**src/rtl/estop_pkg.sv**
```systemverilog
package estop_pkg;
   localparam int FILT_MAX   = 32;
   localparam int FILT_CNT_W = $clog2(FILT_MAX + 1);
   localparam int FW_CODE_W  = 3;

   typedef enum logic [FW_CODE_W-1:0] {
      FW_NONE = 3'd0,
      FW_4    = 3'd1,
      FW_8    = 3'd2,
      FW_16   = 3'd3,
      FW_32   = 3'd4
   } fw_code_e;

   // Number of consecutive low samples needed; prohibited codes map to the widest window
   function automatic logic [FILT_CNT_W-1:0] fw_cycles(input logic [FW_CODE_W-1:0] code);
      logic [FILT_CNT_W-1:0] w;
      case (code)
         FW_NONE: w = '0;
         FW_4:    w = FILT_CNT_W'(4);
         FW_8:    w = FILT_CNT_W'(8);
         FW_16:   w = FILT_CNT_W'(16);
         default: w = FILT_CNT_W'(FILT_MAX);
      endcase
      return w;
   endfunction
endpackage

```
**src/rtl/estop_sync.sv**
```systemverilog
module estop_sync #(
   parameter int STAGES = 2
) (
   input  logic clk,
   input  logic rst_n,
   input  logic d_i,
   output logic q_o
);
   logic [STAGES-1:0] stg_q;

   generate
      if (STAGES < 2) begin : g_bad_stages
         $error("estop_sync: STAGES must be at least 2");
      end
   endgenerate

   // idle level of the pin is high, so the chain resets to 1
   always_ff @(posedge clk or negedge rst_n) begin
      if (!rst_n) stg_q <= '1;
      else        stg_q <= {stg_q[STAGES-2:0], d_i};
   end

   assign q_o = stg_q[STAGES-1];
endmodule

```
**src/rtl/estop_filter.sv**
```systemverilog
module estop_filter
   import estop_pkg::*;
(
   input  logic                 clk,
   input  logic                 rst_n,
   input  logic                 low_i,
   input  logic [FW_CODE_W-1:0] code_i,
   output logic                 qual_o
);
   localparam logic [FILT_CNT_W-1:0] RUN_SAT = FILT_CNT_W'(FILT_MAX);

   logic [FILT_CNT_W-1:0] run_q;
   logic [FILT_CNT_W-1:0] width_w;
   logic [FILT_CNT_W:0]   seen_w;

   // counts low samples already taken before the current one
   always_ff @(posedge clk or negedge rst_n) begin
      if (!rst_n)               run_q <= '0;
      else if (!low_i)          run_q <= '0;
      else if (run_q != RUN_SAT) run_q <= run_q + 1'b1;
   end

   always_comb begin
      width_w = fw_cycles(code_i);
      seen_w  = {1'b0, run_q} + 1'b1;
      qual_o  = low_i && ((width_w == '0) || (seen_w >= {1'b0, width_w}));
   end
endmodule

```
**src/rtl/estop_flag.sv**
```systemverilog
module estop_flag (
   input  logic clk,
   input  logic rst_n,
   input  logic pin_set_i,
   input  logic sw_set_i,
   input  logic clr_i,
   output logic flag_o
);
   logic set_w;

   assign set_w = pin_set_i | sw_set_i;

   // set has priority over clear
   always_ff @(posedge clk or negedge rst_n) begin
      if (!rst_n)     flag_o <= 1'b0;
      else if (set_w) flag_o <= 1'b1;
      else if (clr_i) flag_o <= 1'b0;
   end
endmodule

```
**src/rtl/estop_outmux.sv**
```systemverilog
module estop_outmux #(
   parameter int N_DRV = 6
) (
   input  logic             take_i,
   input  logic [N_DRV-1:0] drv_i,
   input  logic [N_DRV-1:0] safe_oe_i,
   input  logic [N_DRV-1:0] safe_lvl_i,
   output logic [N_DRV-1:0] pin_o,
   output logic [N_DRV-1:0] pin_oe_o
);
   generate
      for (genvar i = 0; i < N_DRV; i++) begin : g_pin
         always_comb begin
            if (take_i) begin
               pin_oe_o[i] = safe_oe_i[i];
               pin_o[i]    = safe_oe_i[i] & safe_lvl_i[i];
            end else begin
               pin_oe_o[i] = 1'b1;
               pin_o[i]    = drv_i[i];
            end
         end
      end
   endgenerate
endmodule

```
**src/rtl/estop_ctrl.sv**
```systemverilog
module estop_ctrl
   import estop_pkg::*;
#(
   parameter int N_DRV       = 6,
   parameter int SYNC_STAGES = 2
) (
   input  logic                 clk,
   input  logic                 rst_n,
   input  logic                 estop_n_i,
   input  logic                 cfg_pin_en_i,
   input  logic [FW_CODE_W-1:0] cfg_fw_code_i,
   input  logic                 cfg_ovr_en_i,
   input  logic [N_DRV-1:0]     cfg_safe_oe_i,
   input  logic [N_DRV-1:0]     cfg_safe_lvl_i,
   input  logic                 wr_en_i,
   input  logic                 wr_force_i,
   input  logic                 wr_clr_i,
   input  logic [N_DRV-1:0]     drv_i,
   output logic [N_DRV-1:0]     pin_o,
   output logic [N_DRV-1:0]     pin_oe_o,
   output logic                 flag_o,
   output logic                 irq_o
);
   generate
      if (N_DRV < 1) begin : g_bad_ndrv
         $error("estop_ctrl: N_DRV must be at least 1");
      end
   endgenerate

   logic sync_n_w;
   logic sync_low_w;
   logic qual_w;
   logic flag_w;

   estop_sync #(.STAGES(SYNC_STAGES)) u_sync (
      .clk   (clk),
      .rst_n (rst_n),
      .d_i   (estop_n_i),
      .q_o   (sync_n_w)
   );

   assign sync_low_w = ~sync_n_w;

   estop_filter u_filt (
      .clk    (clk),
      .rst_n  (rst_n),
      .low_i  (sync_low_w),
      .code_i (cfg_fw_code_i),
      .qual_o (qual_w)
   );

   estop_flag u_flag (
      .clk       (clk),
      .rst_n     (rst_n),
      .pin_set_i (qual_w & cfg_pin_en_i),
      .sw_set_i  (wr_en_i & wr_force_i),
      .clr_i     (wr_en_i & wr_clr_i),
      .flag_o    (flag_w)
   );

   estop_outmux #(.N_DRV(N_DRV)) u_omux (
      .take_i     (flag_w & cfg_ovr_en_i),
      .drv_i      (drv_i),
      .safe_oe_i  (cfg_safe_oe_i),
      .safe_lvl_i (cfg_safe_lvl_i),
      .pin_o      (pin_o),
      .pin_oe_o   (pin_oe_o)
   );

   assign flag_o = flag_w;
   assign irq_o  = flag_w;
endmodule

```
**config.mk**
```make
export PLATFORM = sky130hd
export DESIGN_NAME = estop_ctrl
export DESIGN_NICKNAME = d
export VERILOG_FILES = /design/src/rtl/estop_pkg.sv /design/src/rtl/estop_sync.sv /design/src/rtl/estop_filter.sv /design/src/rtl/estop_flag.sv /design/src/rtl/estop_outmux.sv /design/src/rtl/estop_ctrl.sv
export SDC_FILE = /design/constraint.sdc
export NUM_CORES = 1
export LEC_CHECK = 0
export ABC_AREA = 1
export BUFFER_PORTS_ARGS = -buffer_cell sky130_fd_sc_hd__clkbuf_2
export CORE_AREA = 2 2 67 50
export DETAILED_ROUTE_END_ITERATION = 10
export DIE_AREA = 0 0 69 52
export HOLD_SLACK_MARGIN = 0.08
export PLACE_DENSITY_LB_ADDON = 0.08
export SLEW_MARGIN = 0
export SYNTH_ARGS = -nofsm -noshare
export SYNTH_HDL_FRONTEND = slang
export SYNTH_SLANG_ARGS = --single-unit
```
**constraint.sdc**
```tcl
create_clock -name clk -period 3.95 [get_ports clk]
set_input_delay 0.395 -clock clk [delete_from_list [all_inputs] [get_ports clk]]
set_output_delay 0.395 -clock clk [all_outputs]
set_load 0.01 [all_outputs]
```
==> flow_summary.yaml <==
power:
  clkPwrFrac: 0.383
  seq_power_share: 0.368
  powerDensity_mw_per_mm2: 282
  combPwrFrac: 0.248
  p_sw_mw: 0.0792
  p_leak_nw: 0.576
  ir_drop_mv: 0.239
  p_int_mw: 0.202
  swShare: 0.281
min_path:
  hp-class: "primary input to flop"
timing:
  worst_pin_slew_ps: 414
  finalSetupViolCount: 0
  slew_headroom: 0.723
  maxSlewViolCount: 0
  fmax_ghz: 0.547
  min_period_over_period: 0.463
  grt_setup_unrepaired: "no"
  finClkSkew_ps: 2.77
  finalHoldViolCount: 0
  post-route-min-period_ps: 1830
  fin_tns_setup_ps: 0
  hold_ws_ps: 246
drt:
  via_per_inst: 4.07
  wirelength_um: 1660
  post_drt_wl_per_cell_um: 9.45
  vias: 716
  drc: 0
  dr.pass1.iters: 4
  ant_nets: 0
  drt-initial-drc-count: 8
critical_path:
  cp_data_required_time_ps: 3560
  cp_max_fo: 18
  crit_slowest_cell: "dfrtp_1"
  cp-start-kind: "flop"
  reg2reg_slack_ps: 2180
  critPathCaptureType: "output port"
  slowest_delay_ps: 400
  critPathKind: "flop to output port"
  cp.arrival_ps: 1430
  crit_chain: "nand2_1 -> or2_2 -> clkbuf_2"
die:
  row_count: 17
  start_util: 0.234
  dieHeight_um: 52
  io-pin-count: 43
  die_w_um: 69
  dieArea_mm2: 0.00359
  core_area_mm2: 0.00298
global_routing:
  grt_max_degree: 19
  grt_pass1_wl_um: 2710
  grt_pass1_vias: 630
  antenna_found_initial: 0
  grt-ovfl-total: 0
  track_usage: 0.0953
placement:
  dp.final_hpwl_um: 1420
  routabilityCongestion: 0.686
  dpl.cell_count: 171
  io_buffers: 42
synth:
  postSynth.asyncResetShare: 1.00
  yosys_warnings: 0
  postSynthCellCount: 93
  ys_seq_elements: 9
  netlist_top_cells_area: "dfrtp_1 (25%), nand2_1 (14%), ha_1 (11%), dfstp_2 (7.5%), inv_1 (7.0%)"
  syn_avg_cell_area_um2: 7.49
  synthFlopType: "dfrtp_1"
  syn_nets: 128
  syn-cell-area_um2: 697
  synth.distinct_cells: 20
  yosysSeqAreaShare: 0.327
  netlist.area_leader.share: 0.251
  synth_edf_count: 0
  synth_top_cell_by_area: "dfrtp_1"
layout:
  final_util: 0.335
  ff_latch_area_um2: 228
  fin_cells: 176
  layout-drive-gt1-share: 0.413
  layout.nets: 174
  syn_to_final_growth_pct: 43.1
  multi_input_area_um2: 408
  n_antenna_cell: 0
  fillCellCount: 328
clock_tree:
  cts_tree: "built"
  clkTransAtPathRegs_ps: 50
  cts_max_level: 1
  cts_setup_buffers: 0
  cts_buffers: 3
  clock_latency_ps: 230
  cts_buffer_depth: 2
  root_buffer: "clkbuf_8"
  clock-sinks: 9
run_status:
  outcome: "complete, no violations"
flow_run:
  drv_cap: 0
-- cells by family (layout without fill, tap and decap cells) --
family | after synthesis | count (layout) | share of synthesized area
buffers and inverters | 15 | 60 | 0.0880
and+or+nand+nor | 50 | 50 | 0.357
AOI/OAI and AO/OA | 9 | 9 | 0.0700
xor gates and xnor gates | 4 | 4 | 0.0503
DFF | 9 | 9 | 0.327
adders and majority gates | 6 | 6 | 0.108
-- worst max-delay path, delay by kind of cell, from the launching register on --
| kind | cells | cell delay (ps) |
|---|---|---|
| simple gates | 2 | 660 |
| flops | 1 | 400 |
| buf+inv | 1 | 130 |
-- final timing paths --
path / startpoint / endpoint / cells after the start
worst max-delay path: u_flag.flag_o / pin_oe_o[4] / 3
worst min-delay path: estop_n_i / u_sync.stg_q[0] / 1
worst max register to register: u_filt.run_q[0] / u_flag.flag_o / 13
worst min register to register: u_sync.stg_q[0] / u_sync.stg_q[1] / 0
max in group asynchronous: rst_n / u_sync.stg_q[0] / 2
min in group asynchronous: rst_n / u_filt.run_q[2] / 2
-- flip-flops by register name (all words and copies together), names as in the netlist --
name / cells
u_filt.run_q: 6
u_flag.flag_o: 1
u_sync.stg_q: 2
-- Yosys cell counts, types with 2 or more instances --
cell,number
nand2_1,26
inv_1,13
o21ai_0,8
dfrtp_1,7
ha_1,6
or2_2,6
nand3_1,5
nor2_1,5
nor3_1,3
xor2_1,3
dfstp_2,2
-- layout make-up --
type	instances	area share
multi-input cells	69	0.409
flip-flops and latches	9	0.228
repair buffers	43	0.221
inverters	13	0.0489
well taps	38	0.0477
clock buffers	4	0.0452
-- per-layer routing --
layer | GRT usage | up-vias | share of wire
met1 | 0.124 | 310 | 0.50
met5 | 0 | - | 0
met2 | 0.147 | 21 | 0.44
met4 | 0.0294 | 0 | 0
li1 | - | 385 | -
met3 | 0.0349 | 0 | 0.062
-- power groups by stage --
stage               Combinational [mW]  Clock (mW)  Sequential (mW)
floorplan                       0.0379           0            0.104
global placement                0.0700           0            0.105
detailed placement              0.0701           0            0.105
CTS                             0.0710       0.113            0.104
global route                    0.0795       0.119            0.105
finish                          0.0700       0.108            0.104
-- per-stage QoR --
stage	instance area [um2]	power, mW	setup WS (ps)
3_3_place_gp	942	0.175	2170
2_1_floorplan	697	0.142	2360
5_1_grt	997	0.304	1940
4_1_cts	997	0.288	2090
3_5_place_dp	942	0.175	2170
6_report	997	0.282	2120
-- layout by cell type (no fill, tap or decap), drive strengths merged --
cell type and count:
dlygate4sd3 1, or2 6, nor2 6, inv 13, nand3 6, dfstp 2, ha 6, clkbuf 46
xnor2 1, xor2 3, nor3 3, a22o 1, nor3b 1, dfrtp 7, nand2 26, nand4 1
nand3b 1, o21ai 8
-- what timing repair did --
item	CTS	global route
endpoints found under the hold margin	7	0
gates resized for setup	0	0
hold buffers	1	0
(Power assumes the default switching activity.)
